File: src/rtl/psk_tag_pkg.sv
package psk_tag_pkg;

  // Strobes from the sequencer to the modulation datapath
  typedef struct packed {
    logic step;      // an enabled carrier edge
    logic boundary;  // this enabled edge starts the next bit
  } seqStrobeT;

endpackage

File: src/rtl/psk_tag_frame.sv
module psk_tag_frame #(
  parameter int ROWS = 10,
  parameter int NIBBLE = 4,
  parameter int HDR_LEN = 9,
  parameter int ODD_ROWS = 2,
  localparam int ID_BITS = ROWS * NIBBLE,
  localparam int FRAME_LEN = HDR_LEN + ROWS * (NIBBLE + 1) + NIBBLE + 1
) (
  input  logic [ID_BITS-1:0]   idCode,
  output logic [FRAME_LEN-1:0] frame
);

  localparam int ROW_LEN = NIBBLE + 1;
  localparam int COL_BASE = HDR_LEN + ROWS * ROW_LEN;

  assign frame[HDR_LEN-1:0] = '1;

  for (genvar r = 0; r < ROWS; r++) begin : g_row
    logic [NIBBLE-1:0] nib;
    assign nib = idCode[ID_BITS-1-r*NIBBLE -: NIBBLE];
    for (genvar c = 0; c < NIBBLE; c++) begin : g_bit
      assign frame[HDR_LEN + r*ROW_LEN + c] = nib[NIBBLE-1-c];
    end
    if (r < ODD_ROWS) begin : g_odd
      assign frame[HDR_LEN + r*ROW_LEN + NIBBLE] = ~^nib;
    end else begin : g_even
      assign frame[HDR_LEN + r*ROW_LEN + NIBBLE] = ^nib;
    end
  end

  for (genvar c = 0; c < NIBBLE; c++) begin : g_col
    logic [ROWS-1:0] colBits;
    for (genvar r = 0; r < ROWS; r++) begin : g_cell
      assign colBits[r] = idCode[ID_BITS-1-r*NIBBLE-c];
    end
    assign frame[COL_BASE + c] = ^colBits;
  end

  assign frame[FRAME_LEN-1] = 1'b0;

endmodule

File: src/rtl/psk_tag_seq.sv
module psk_tag_seq
  import psk_tag_pkg::*;
#(
  parameter int BIT_PERIOD = 16,
  parameter int FRAME_LEN = 64,
  localparam int PW = $clog2(BIT_PERIOD),
  localparam int IW = $clog2(FRAME_LEN)
) (
  input  logic          clk,
  input  logic          rstN,
  input  logic          enable,
  output seqStrobeT     ctl,
  output logic [IW-1:0] nextIdx,
  output logic          bitStrobe,
  output logic          frameStrobe
);

  logic [PW-1:0] phaseCnt;
  logic [IW-1:0] bitIdx;
  logic          lastPhase;
  logic          lastBit;

  assign lastPhase = (phaseCnt == PW'(BIT_PERIOD - 1));
  assign lastBit   = (bitIdx == IW'(FRAME_LEN - 1));
  assign nextIdx   = lastBit ? '0 : bitIdx + IW'(1);

  assign ctl.step     = enable;
  assign ctl.boundary = enable && lastPhase;

  always_ff @(posedge clk or negedge rstN) begin
    if (!rstN) begin
      phaseCnt <= '0;
      bitIdx   <= '0;
    end else if (enable) begin
      if (lastPhase) begin
        phaseCnt <= '0;
        bitIdx   <= nextIdx;
      end else begin
        phaseCnt <= phaseCnt + PW'(1);
      end
    end
  end

  assign bitStrobe   = (phaseCnt == '0);
  assign frameStrobe = bitStrobe && (bitIdx == '0);

endmodule

File: src/rtl/psk_tag_mod.sv
module psk_tag_mod
  import psk_tag_pkg::*;
#(
  parameter int FRAME_LEN = 64,
  localparam int IW = $clog2(FRAME_LEN)
) (
  input  logic                 clk,
  input  logic                 rstN,
  input  seqStrobeT            ctl,
  input  logic [FRAME_LEN-1:0] frame,
  input  logic [IW-1:0]        nextIdx,
  output logic                 modOut
);

  logic upcomingBit;
  logic holdPhase;

  assign upcomingBit = frame[nextIdx];
  // a zero bit skips one flip at its start: the subcarrier phase reverses
  assign holdPhase = ctl.boundary && !upcomingBit;

  always_ff @(posedge clk or negedge rstN) begin
    if (!rstN) begin
      modOut <= 1'b0;
    end else if (ctl.step && !holdPhase) begin
      modOut <= ~modOut;
    end
  end

endmodule

File: src/rtl/psk_tag_modulator.sv
module psk_tag_modulator
  import psk_tag_pkg::*;
#(
  parameter int ROWS = 10,
  parameter int NIBBLE = 4,
  parameter int HDR_LEN = 9,
  parameter int ODD_ROWS = 2,
  parameter int BIT_PERIOD = 16,
  localparam int ID_BITS = ROWS * NIBBLE,
  localparam int FRAME_LEN = HDR_LEN + ROWS * (NIBBLE + 1) + NIBBLE + 1,
  localparam int IW = $clog2(FRAME_LEN)
) (
  input  logic               clk,
  input  logic               rstN,
  input  logic               enable,
  input  logic [ID_BITS-1:0] idCode,
  output logic               modOut,
  output logic               bitStrobe,
  output logic               frameStrobe
);

  logic [FRAME_LEN-1:0] frame;
  logic [IW-1:0]        nextIdx;
  seqStrobeT            ctl;

  psk_tag_frame #(
    .ROWS(ROWS), .NIBBLE(NIBBLE), .HDR_LEN(HDR_LEN), .ODD_ROWS(ODD_ROWS)
  ) u_frame (
    .idCode(idCode),
    .frame (frame)
  );

  psk_tag_seq #(
    .BIT_PERIOD(BIT_PERIOD), .FRAME_LEN(FRAME_LEN)
  ) u_seq (
    .clk        (clk),
    .rstN       (rstN),
    .enable     (enable),
    .ctl        (ctl),
    .nextIdx    (nextIdx),
    .bitStrobe  (bitStrobe),
    .frameStrobe(frameStrobe)
  );

  psk_tag_mod #(
    .FRAME_LEN(FRAME_LEN)
  ) u_mod (
    .clk    (clk),
    .rstN   (rstN),
    .ctl    (ctl),
    .frame  (frame),
    .nextIdx(nextIdx),
    .modOut (modOut)
  );

endmodule

File: config.mk
export PLATFORM = sky130hd
export DESIGN_NAME = psk_tag_modulator
export DESIGN_NICKNAME = d
export VERILOG_FILES = /design/src/rtl/psk_tag_pkg.sv /design/src/rtl/psk_tag_frame.sv /design/src/rtl/psk_tag_seq.sv /design/src/rtl/psk_tag_mod.sv /design/src/rtl/psk_tag_modulator.sv
export SDC_FILE = /design/constraint.sdc
export NUM_CORES = 1
export LEC_CHECK = 0
export ABC_CLOCK_PERIOD_IN_PS = 5100
export BUFFER_PORTS_ARGS = -buffer_cell sky130_fd_sc_hd__clkbuf_2
export CORE_ASPECT_RATIO = 0.75
export CORE_MARGIN = 2
export CORE_UTILIZATION = 46
export CTS_BUF_LIST = sky130_fd_sc_hd__clkbuf_4 sky130_fd_sc_hd__clkbuf_8 sky130_fd_sc_hd__clkbuf_16
export DETAILED_ROUTE_END_ITERATION = 6
export GPL_TIMING_DRIVEN = 0
export PLACE_DENSITY = 0.8
export SETUP_SLACK_MARGIN = 0.5
export SLEW_MARGIN = 20
export SYNTH_ARGS = -nofsm -noshare
export SYNTH_HDL_FRONTEND = slang
export SYNTH_SLANG_ARGS = --single-unit
File: constraint.sdc
create_clock -name clk -period 5.1 [get_ports clk]
set_input_delay 0.255 -clock clk [delete_from_list [all_inputs] [get_ports clk]]
set_output_delay 0.255 -clock clk [all_outputs]
set_load 0.02 [all_outputs]
# After elaboration in Yosys (flattened, before gate mapping)
# Cells that the tools add are included.
# classes
n_div	0
n_reduce_logical	23
order_cmp	1
shift	0
n_eq_ne	2
multipliers	0
n_addsub	2
mux	4
n_bitwise	1
# op_table
operator	n
$reduce_xor 10->1	4
$reduce_xor 4->1	8
$reduce_xnor 4->1	2
$lt 6x7->1 const B	1
$add 6x1->6 const B	1
$bmux 1 s6	1
$eq 6x6->1 const B	1
$logic_not 6->1	1
$mux 6	1
$add 4x1->4 const B	1
$eq 4x4->1 const B	1
$logic_and 1x1->1	4
$logic_not 4->1	1
$mux 4	1
$logic_not 1->1	2
$reduce_and 2->1	1
$mux 1	1
$not 1->1	1
# totals
latch_bits	0
inputBits	43
mem_bits_rw	0
mem_count	0
ff_bits	11
mem_bits_ro	0

# Depth between registers and ports, before layout
# Gate-level depths: netlist of run 1.
# depth
depth_word	8
depth_mapped	12
mapped_depth_nobuf	9

# Cells and area by module
# From an unflattened synthesis of run 1, not the netlist that was laid out.
# unflattened
cells_unflattened	240
hier_area_um2	2259.7
# by_module_without_submodules
module	instances	seq_area_each_um2	cells_per_inst	area_each_um2
psk_tag_frame	1	0.0	114	1011.0
psk_tag_mod	1	25.0	61	650.6
psk_tag_seq	1	250.2	65	598.1

# Worst setup path before layout of run 1
# OpenSTA, ideal clock, no wires.
# synth_timing
path_kind	reg-to-reg
from	register u_seq.bitIdx[1]
to	register u_mod.modOut
path_slack_ns	2.645
path_stages_with_launch	11
arrival_time_ns	2.387
required_ns	5.032
setup_ns	0.068
period_less_slack_ns	2.455
n_path_buf	1
cell_sequence	dfrtp_1 > ha_1 > buf_2 > and3_4 > a21o_1 > nor3_2 > xnor2_1 > a221o_1 > a311o_1 > or3_1 > nand3_1
# synth_between
elab_chain_cells	8
word_cells_on_any_way	9
cone_classes	1 x add/sub; 1 x eq/ne; 3 x mux; 4 x reduce/logical
# synth_rtl
item	line	rtl
start, declared	psk_tag_seq.sv:19	logic [IW-1:0] bitIdx;
start signal, assigned	psk_tag_seq.sv:37	bitIdx <= nextIdx;
$add 6x1->6 / $eq 6x6->1 (equally long branches)	psk_tag_seq.sv:25, psk_tag_seq.sv:24	
$mux 6 *	psk_tag_seq.sv:25	assign nextIdx = lastBit ? '0 : bitIdx + IW'(1);
$bmux 1 s6 *	psk_tag_mod.sv:18	assign upcomingBit = frame[nextIdx];
$mux 1 (implied by the code) *	psk_tag_mod.sv:18	
$logic_not 1->1 *	psk_tag_mod.sv:20	assign holdPhase = ctl.boundary && !upcomingBit;
$logic_and 1x1->1 *	psk_tag_mod.sv:20	
$logic_not 1->1 *	psk_tag_mod.sv:25	end else if (ctl.step && !holdPhase) begin
$logic_and 1x1->1 *	psk_tag_mod.sv:25	
end signal, assigned	psk_tag_mod.sv:26	modOut <= ~modOut;
end, declared	psk_tag_mod.sv:12	output logic modOut
# Mark *: on every way between the ends. The rest lies on a longest branch, timed or not. The select of a mux whose other input is x is not followed.
# A chain may end at the register's enable or synchronous reset.

# Worst setup path in the final report of run 1
# Same ends and word-level chain as after synthesis.

==> flow_summary.json, run 1 <==
{
  "status": "finished, final reports clean",
  "p_clk_share_pct": 14.1,
  "tightestPinTransition_ns": 0.862,
  "crit_path_end_kind": "register",
  "yosysTopAreaCell": "xnor2_1",
  "fin_crit_ns": 2.92,
  "drt-met1-wl_um": 2200,
  "synth.top_cells.by_count": "xnor2_1 (53), nand2_1 (31), dfrtp_1 (11), a21oi_1 (10)",
  "clk_latency_ns": 0.24,
  "r2r_setup_slack_ns": 2.18,
  "synth_flop_cell": "dfrtp_1",
  "grt_pass1_wl_um": 7360,
  "start_util_pct": 48.5,
  "routed-wl-met2_um": 1880,
  "p_seq_share_pct": 20.5,
  "grt_max_degree": 12,
  "maxCapViolCount": 0,
  "fillers": 321,
  "top_layer": "met4",
  "syn_area_mm2": 0.00179,
  "peakVddDrop_v": 0.000229,
  "clockBufferDepth": 2,
  "firstDrtPassIters": 4,
  "final_cells": 315,
  "crit_arrival_ns": 3.10,
  "ff2ff_path_depth": 10,
  "synth_area_leaders": "xnor2_1 (26%), dfrtp_1 (15%), nand2_1 (6.5%)",
  "yosysWarnings": 0,
  "dp_slack_ns": 2.21,
  "avgSynthCellArea_um2": 8.35,
  "synthArstFlopShare_pct": 100,
  "cts_resized": 0,
  "whs_ns": 0.400,
  "met3_length_um": 354,
  "yosysMostFrequentCell": "xnor2_1",
  "p_comb_share_pct": 65.4,
  "fin_skew_ns": 0.00322,
  "gp_congestion": 0.834,
  "final.period_utilization_pct": 57.3,
  "grt-ovfl-total": 0,
  "fp.dieH_um": 58.0,
  "coreArea_mm2": 0.00368,
  "rsz0062_at_grt": "false",
  "critPathLaunchType": "register",
  "switching_share_pct": 45.1,
  "power.density_mw_per_mm2": 313,
  "synth_edf_count": 0,
  "fmaxAchievable_mhz": 342,
  "detail_route.wl_per_cell_um": 14.1,
  "io_buffer_count": 44,
  "area_growth_pct": 19.3,
  "required_ns": 5.28,
  "numCtsBuffers": 3,
  "p_leak_nw": 0.920,
  "final-hold-violation-count": 0,
  "cts.clk_slew.worst_paths_ns": 0.05,
  "htree_levels": 1,
  "track_usage_pct": 20.8,
  "n_antenna_cell": 0,
  "via_per_inst": 5.43,
  "rows": 19,
  "ioPinCount": 46,
  "slew_headroom_pct": 42.2,
  "cts_tree": "built",
  "post-route-cell-area_mm2": 0.00213,
  "drt-total-wl_um": 4460,
  "hold_depth": 3,
  "p_sw_mw": 0.301,
  "slew_violations": 0,
  "nNetsFinal": 311,
  "intPower_mw": 0.366,
  "layout_setup_ws_ns": 2.18,
  "vias": 1709,
  "die-width_um": 76.0,
  "syn_nets": 261,
  "drt_iter0_markers": 81,
  "critical_path.max_fanout": 8,
  "path_class": "register to register",
  "grt_pass1_vias": 1539,
  "setup_violations": 0,
  "antenna_left": 0,
  "synth_cell_types": 45,
  "cts_root_buffer": "clkbuf_8",
  "drive_gt1_share_pct": 24.3,
  "hold_path_class": "input pin to register",
  "ys_ff_latch": 11,
  "cts.sinks": 11,
  "die_area_mm2": 0.00440,
  "post-route-drc-count": 0,
  "ys_seq_area_share_pct": 15.4,
  "post-place-cells": 310,
  "synth_top_area_share_pct": 26.0,
  "synth_cells": 214,
  "placement.cell_area_mm2": 0.00207,
  "fin_tns_setup_ns": 0,
  "hpwlAfterDp_um": 3680,
  "antenna_found_initial": 0
}
[kinds of logic (layout without fill, tap and decap cells)]
family                   Yosys count  in the layout  share of synthesized area [%]
flip-flops                        11             11                           15.4
AO/OA/AOI/OAI                     42             42                           16.5
buffers and inverters             16             65                           4.76
adder cells (fa/ha/maj)            4              4                           2.80
XOR/XNOR                          66             66                           36.3
multiplexers                       5              5                           4.90
AND/OR/NAND/NOR                   70             70                           19.3
[through the flow]
stage | power (mW) | utilization [%]
after floorplan | 0.456 | -
after global placement | 0.562 | 56.2
after detailed placement | 0.570 | 56.2
after CTS | 0.667 | 57.8
after global routing | 0.732 | 57.8
final | 0.667 | 57.8
[sequential cells by signal, summed over array words and instances, names as in the netlist]
signal          count
u_seq.phaseCnt      4
u_seq.bitIdx        6
u_mod.modOut        1
[worst paths after layout]
check                                         startpoint                            end
hold / removal                                    enable  u_seq.phaseCnt[1]$_DFFE_PN0P_
max in group asynchronous                           rstN    u_seq.bitIdx[1]$_DFFE_PN0P_
setup reg to reg             u_seq.bitIdx[1]$_DFFE_PN0P_       u_mod.modOut$_DFFE_PN0P_
setup / recovery             u_seq.bitIdx[1]$_DFFE_PN0P_       u_mod.modOut$_DFFE_PN0P_
hold reg to reg            u_seq.phaseCnt[3]$_DFFE_PN0P_  u_seq.phaseCnt[3]$_DFFE_PN0P_
min in group asynchronous                           rstN  u_seq.phaseCnt[1]$_DFFE_PN0P_
[routing by layer]
| metal | GRT usage [%] | vias to the layer above |
|---|---|---|
| met5 | 0 | - |
| met4 | 2.34 | 0 |
| met3 | 3.58 | 2 |
| met2 | 30.7 | 65 |
| met1 | 32.8 | 786 |
| li1 | - | 856 |
[cell type report]
cell class	instances	area [um^2]	area share, %
multi-input cells	187	1430	66.9
clock buffers	4	48.8	2.29
well taps	52	65.1	3.05
repair buffers	45	230	10.8
flip-flops and latches	11	275	12.9
inverters	6	22.5	1.06
plain buffers	10	62.6	2.94
[cell usage in the layout, fill, tap and decap left out, types with 3 or more instances in the layout]
cell / n
xnor2_1: 53
clkbuf_2: 44
nand2_1: 31
dfrtp_1: 11
a21oi_1: 10
nand3_1: 9
o21ai_0: 9
xor2_1: 8
nor2_1: 7
inv_1: 6
buf_2: 5
nand4_1: 5
ha_1: 4
mux4_2: 3
o2111ai_1: 3
or3_1: 3
xnor3_1: 3
a211oi_1: 3
a211o_1: 3
clkbuf_8: 3
[power groups by stage]
| stage | clock network, mW | logic (mW) | registers, mW |
|---|---|---|---|
| 2_1_floorplan | 0 | 0.319 | 0.137 |
| 3_3_place_gp | 0 | 0.425 | 0.136 |
| 3_5_place_dp | 0 | 0.432 | 0.138 |
| 4_1_cts | 0.0949 | 0.435 | 0.137 |
| 5_1_grt | 0.104 | 0.485 | 0.143 |
| 6_report | 0.0937 | 0.436 | 0.137 |
[worst max-delay path, cell delays in order, from the launching register on]
cell and delay, ns:
dfrtp_1 0.41, ha_1 0.19, buf_2 0.17, xor2_1 0.65, nand2_1 0.27, a21oi_1 0.19, a211o_1 0.15, nor3_1 0.05
a311o_1 0.35, or3_1 0.35, nand3_1 0.09
[repair_timing]
action                                 4_1_cts  5_1_grt
setup buffers                                0        0
endpoints found under the hold margin       11        0
hold buffers                                 1        0
(Power assumes the default switching activity.)
==> run 2, diff against run 1 <==
- ABC_AREA: unset -> 1
- ABC_CLOCK_PERIOD_IN_PS: 5100 -> 2900
- PLACE_DENSITY: 0.8 -> 0.78
- clock period: 5.1 -> 2.9 ns (I/O delays scaled with it)
==> run 2 against run 1 <==
Effect of this change: the run now ends with DRC left; combinational power grew to 4.1 times the previous value; fmax grew 30%; non-clock buffer count grew 6; sequential share of layout area shrank 3.1 points; total power grew to 3.4 times the previous value; first-iteration DRC count grew to 4.0 times the previous value; via count grew 66%; clock skew shrank 0.0018 ns; synthesized area grew 29%; sequential power grew 130%; clock power grew 70%; critical endpoint unchanged; largest power group unchanged; highest routed layer unchanged.
==> flow_summary.json, run 2 <==
{
  "synth_area_leaders": "nand2_1 (35%), dfrtp_1 (12%), nand3_1 (12%)",
  "fin_tns_setup_ns": 0,
  "synth_flop_cell": "dfrtp_1",
  "track_usage_pct": 24.1,
  "post-route-drc-count": 1,
  "cts_root_buffer": "clkbuf_8",
  "slew_violations": 0,
  "synth_edf_count": 0,
  "r2r_setup_slack_ns": 0.65,
  "rsz0062_at_grt": "false",
  "crit_arrival_ns": 2.37,
  "fp.dieH_um": 65.4,
  "status": "complete, but fails checks",
  "ff2ff_path_depth": 16,
  "ys_seq_area_share_pct": 11.9,
  "gp_congestion": 0.934,
  "start_util_pct": 47.4,
  "grt-ovfl-total": 0,
  "vias": 2840,
  "holdCritStartpoint": "enable",
  "ioPinCount": 46,
  "io_buffer_count": 44,
  "r2r-end": "u_mod.modOut$_DFFE_PN0P_",
  "layout_commonest_cell": "nand2_1",
  "detail_route.wl_per_cell_um": 12.1,
  "grt_max_degree": 12,
  "critPathLaunchType": "register",
  "grt_pass1_vias": 2451,
  "hold_path_class": "input pin to register",
  "tightestPinTransition_ns": 0.486,
  "clk_latency_ns": 0.23,
  "power.density_mw_per_mm2": 801,
  "crit_start": "u_seq.bitIdx[1]$_DFFE_PN0P_",
  "syn_nets": 489,
  "antenna_found_initial": 0,
  "largest_register_ffs": 6,
  "hold_end": "u_seq.phaseCnt[1]$_DFFE_PN0P_",
  "drt_iter0_markers": 326,
  "coreArea_mm2": 0.00487,
  "die-width_um": 85.8,
  "critical_path.max_fanout": 9,
  "final-hold-violation-count": 0,
  "n_antenna_cell": 0,
  "slew_headroom_pct": 67.6,
  "synth_cell_types": 32,
  "cts.clk_slew.worst_paths_ns": 0.05,
  "fin_crit_ns": 2.25,
  "synth.top_cells.by_count": "nand2_1 (218), inv_1 (62), nand3_1 (55), xnor2_1 (22)",
  "violations": "DRC",
  "firstDrtPassIters": 7,
  "crit_path_end_kind": "register",
  "rows": 22,
  "path_class": "register to register",
  "synth_cells": 442,
  "syn_area_mm2": 0.00231,
  "layout_common_cells": "nand2_1 (218), inv_1 (62), nand3_1 (55)",
  "fmaxAchievable_mhz": 444,
  "grt_pass1_wl_um": 11000,
  "die_area_mm2": 0.00561,
  "nNetsFinal": 548,
  "regMostFlops": "u_seq.bitIdx",
  "htree_levels": 1,
  "synthArstFlopShare_pct": 100,
  "maxCapViolCount": 0,
  "r2r-start": "u_seq.bitIdx[1]$_DFFE_PN0P_",
  "cts.sinks": 11,
  "drt-total-wl_um": 6760,
  "yosysWarnings": 0,
  "via_per_inst": 5.07,
  "final.period_utilization_pct": 77.6,
  "avgSynthCellArea_um2": 5.22,
  "required_ns": 3.02,
  "totalPowerFinal_mw": 2.26,
  "setup_violations": 0,
  "reg_top3": "u_seq.bitIdx: 6 flops, u_seq.phaseCnt: 4 flops, u_mod.modOut: 1 flops",
  "hpwlAfterDp_um": 5360,
  "synth_top_area_share_pct": 35.4,
  "fin_skew_ns": 0.00145,
  "clockBufferDepth": 2,
  "ys_ff_latch": 11,
  "p_leak_nw": 1.70,
  "cts_tree": "built",
  "numCtsBuffers": 3,
  "area_growth_pct": 22.0,
  "antenna_left": 0,
  "peakVddDrop_v": 0.000380,
  "yosysTopAreaCell": "nand2_1",
  "yosysMostFrequentCell": "nand2_1",
  "hold_depth": 2,
  "drive_gt1_share_pct": 16.6
}
## run 2: through the flow
stage / worst slack (ns) / std cells / hold slack, ns / utilization, % / area (um^2)
after floorplan: 0.806 / 442 / -0.151 / - / 2310
after global placement: 0.323 / 546 / 0.0312 / 53.4 / 2600
after detailed placement: 0.285 / 546 / 0.0311 / 53.4 / 2600
after CTS: 0.521 / 551 / 0.212 / 55.1 / 2690
after global routing: 0.507 / 560 / 0.223 / 57.8 / 2820
final: 0.650 / 560 / 0.223 / 57.8 / 2820
## run 2: power breakdown
part	internal [mW]	switching [mW]
Sequential	0.221	0.0908
Combinational	0.711	1.07
Clock	0.105	0.0533
Total	1.04	1.22
## run 2: kinds of logic (layout without fill, tap and decap cells)
group,count (synthesis),in the layout,share of synthesized area [%]
XOR/XNOR,33,33,12.5
flip-flops,11,11,11.9
buffers and inverters,72,130,13.1
AO/OA/AOI/OAI,22,22,5.75
AND/OR/NAND/NOR,300,300,54.5
adder cells (fa/ha/maj),4,4,2.17
## run 2: repair_timing
action	in CTS	in global routing
buffers inserted	0	8
hold buffers	1	0
pin swaps	0	4
gates resized for setup	7	8
endpoints found under the setup margin	1	1
cloned	0	1
endpoints found under the hold margin	11	0
## run 2: layout make-up
type | instances | area, um^2
tap | 60 | 75.1
inverter | 65 | 245
clock buffer | 4 | 48.8
buffer | 7 | 68.8
timing repair buffer | 54 | 315
fill | 482 | 2060
sequential | 11 | 277
multi-input combinational | 359 | 1790
## run 2: per-layer routing
layer,track usage [%],wire (um),vias up
met2,38.1,2910,112
met1,35.8,3280,1251
met4,0.595,12,0
met5,0,0,-
met3,4.77,564,2
li1,-,-,1475
## run 2: how the worst max path moves through the flow
stage | endpoint | slack, ns
6_report | u_mod.modOut$_DFFE_PN0P_ | 0.65
3_3_place_gp | u_mod.modOut$_DFFE_PN0P_ | 0.32
4_1_cts | u_mod.modOut$_DFFE_PN0P_ | 0.52
3_5_place_dp | u_mod.modOut$_DFFE_PN0P_ | 0.29
5_1_grt | u_mod.modOut$_DFFE_PN0P_ | 0.51
2_1_floorplan | u_mod.modOut$_DFFE_PN0P_ | 0.81
## run 2: critical path: stages (launching register included)
cell and delay [ns]:
dfrtp_1 0.41, ha_4 0.19, nand3_4 0.09, nor2_4 0.18
nand2_4 0.09, nand2_4 0.08, buf_8 0.14, buf_8 0.13
nand3_1 0.08, nand3_1 0.12, nand3_1 0.09, nand3_1 0.07
nand3_1 0.11, a21oi_2 0.15, nand2_1 0.08, nand3_1 0.07
nand2_1 0.06
==> run 3, diff against run 2 <==
- ABC_CLOCK_PERIOD_IN_PS: 2900 -> 1800
- PLACE_DENSITY: 0.78 -> 0.8
- clock period: 2.9 -> 1.8 ns (I/O delays scaled with it)
==> run 3 against run 2 <==
Effect of this change: the run ends with DRC, setup timing left; sequential cell count unchanged; fmax rose by 1.7%; sequential power rose by 69%; global-route usage rose by 4.1 points; count of clock-buffer cells in the layout unchanged; first-iteration DRC count rose by 46%; core utilization up 8.0 points; setup slack got worse by 1.1 ns.
==> flow_summary.json, run 3 (synthesized netlist as in run 2, its figures left out) <==
{
  "post-route-cell-area_mm2": 0.00320,
  "crit_path_end_kind": "register",
  "vias": 3218,
  "setup_violations": 2,
  "cts_root_buffer": "clkbuf_8",
  "hold_path_class": "input pin to register",
  "layout_common_cells": "nand2_1 (214), inv_1 (57), clkbuf_2 (43)",
  "slowest_delay_ns": 0.41,
  "fmaxAchievable_mhz": 452,
  "rows": 22,
  "placement.cell_area_mm2": 0.00266,
  "fin_skew_ns": 0.000966,
  "ioPinCount": 46,
  "grt-ovfl-total": 0,
  "cts.sinks": 11,
  "post-place-cells": 546,
  "dp_slack_ns": -0.506,
  "violations": "DRC, setup timing",
  "cp_num_buf_inv": 3,
  "power.density_mw_per_mm2": 1520,
  "drt-total-wl_um": 8620,
  "cpMostUsedCell": "nand3_1",
  "fp.dieH_um": 65.4,
  "start_util_pct": 47.4,
  "fin_crit_ns": 2.21,
  "maxCapViolCount": 0,
  "cts.clk_slew.worst_paths_ns": 0.05,
  "htree_levels": 1,
  "critical_path.max_fanout": 5,
  "path_class": "register to register",
  "track_usage_pct": 28.2,
  "regMostFlops": "u_seq.bitIdx",
  "coreArea_mm2": 0.00487,
  "layout_commonest_cell": "nand2_1",
  "slew_headroom_pct": 72.2,
  "nNetsFinal": 566,
  "detail_route.wl_per_cell_um": 14.9,
  "required_ns": 1.94,
  "antenna_left": 0,
  "worstPathCellList": "ha_4, nand3_4, nor2_4, nand2_4, nand2_4, buf_8, buf_6, nand3_1, nand3_1, nand3_1, nand3_1, nand3_1, nand2_1, inv_1, nand2_1, nand2_2, nand3_2, nand2_1",
  "antenna_found_initial": 0,
  "hpwlAfterDp_um": 5350,
  "final-hold-violation-count": 0,
  "final.period_utilization_pct": 123,
  "final_cells": 578,
  "status": "complete, but fails checks",
  "slew_violations": 0,
  "drt_iter0_markers": 476,
  "clk_latency_ns": 0.25,
  "die_area_mm2": 0.00561,
  "io_buffer_count": 44,
  "slowest_stage": "dfrtp_2",
  "peakVddDrop_v": 0.000538,
  "totalPowerFinal_mw": 4.87,
  "rsz0062_at_grt": "true",
  "grt_pass1_wl_um": 12400,
  "layout_setup_ws_ns": -0.412,
  "via_per_inst": 5.57,
  "tightestPinTransition_ns": 0.415,
  "cp_top_family": "simple AND/OR/NAND/NOR gates",
  "whs_ns": 0.206,
  "gp_congestion": 0.925,
  "area_growth_pct": 38.8,
  "reg_top3": "u_seq.bitIdx: 6 flops, u_seq.phaseCnt: 4 flops, u_mod.modOut: 1 flops",
  "grt_pass1_vias": 2658,
  "n_antenna_cell": 0,
  "p_leak_nw": 1.86,
  "cts_tree": "built",
  "grt_max_degree": 12,
  "drive_gt1_share_pct": 26.3,
  "die-width_um": 85.8,
  "fillers": 395,
  "largest_register_ffs": 6,
  "critPathLaunchType": "register",
  "clockBufferDepth": 2,
  "post-route-drc-count": 1,
  "numCtsBuffers": 3,
  "crit_arrival_ns": 2.35,
  "firstDrtPassIters": 7
}
run 3: cell count changes in the layout (fill, tap and decap cells not counted), moves of 5 or more:
cell,previous run,this run
buf_6,0,12
inv_1,62,57
buf_4,10,15
nand3_2,1,16
o21ai_0,10,4
nand3_1,55,40
run 3: routing by layer:
metal,GRT usage (%),wire length (um),vias up
met1,36.9,3530,1415
met3,8.79,1060,54
met4,5.95,335,0
met2,46.0,3690,235
li1,-,-,1514
met5,0,0,-
run 3: timing repair:
item / 4_1_cts / 5_1_grt
gates resized for setup: 37 / 37
buffers inserted: 16 / 7
endpoints found under the hold margin: 11 / 0
endpoints found under the setup margin: 8 / 10
hold buffers: 1 / 0
pin swaps: 9 / 15
gates cloned: 3 / 1
run 3: worst min-delay path: stages:
cell and delay, ns:
clkbuf_2 0.17, nand3_2 0.11, nand2_1 0.04
run 3: area by class of cell:
type	instances	area (um^2)	area share, %
multi-input combinational	359	1950	60.8
clock buffer	4	48.8	1.52
inverter	65	253	7.89
buffer	7	92.6	2.89
timing repair buffer	72	509	15.9
sequential	11	278	8.67
tap	60	75.1	2.34
run 3: power by group:
group	internal [mW]	switching [mW]
logic	1.74	2.33
clock network	0.171	0.102
registers	0.359	0.169
run 3: through the flow:
step,TNS (ns),util [%]
2_1_floorplan,-0.159,-
3_3_place_gp,-0.552,54.5
3_5_place_dp,-0.506,54.5
4_1_cts,-0.271,61.9
5_1_grt,-0.519,65.8
6_report,-0.449,65.8
run 3: worst paths after layout:
kind	startpoint	endpoint	slack, ns	cells past startpoint
max in group asynchronous	rstN	u_seq.bitIdx[2]$_DFFE_PN0P_	1.27	2
min reg2reg	u_mod.modOut$_DFFE_PN0P_	u_mod.modOut$_DFFE_PN0P_	0.51	2
min in group asynchronous	rstN	u_mod.modOut$_DFFE_PN0P_	0.28	2
min	enable	u_mod.modOut$_DFFE_PN0P_	0.21	3
max reg2reg	u_seq.bitIdx[0]$_DFFE_PN0P_	u_mod.modOut$_DFFE_PN0P_	-0.41	18
max	u_seq.bitIdx[0]$_DFFE_PN0P_	u_mod.modOut$_DFFE_PN0P_	-0.41	18
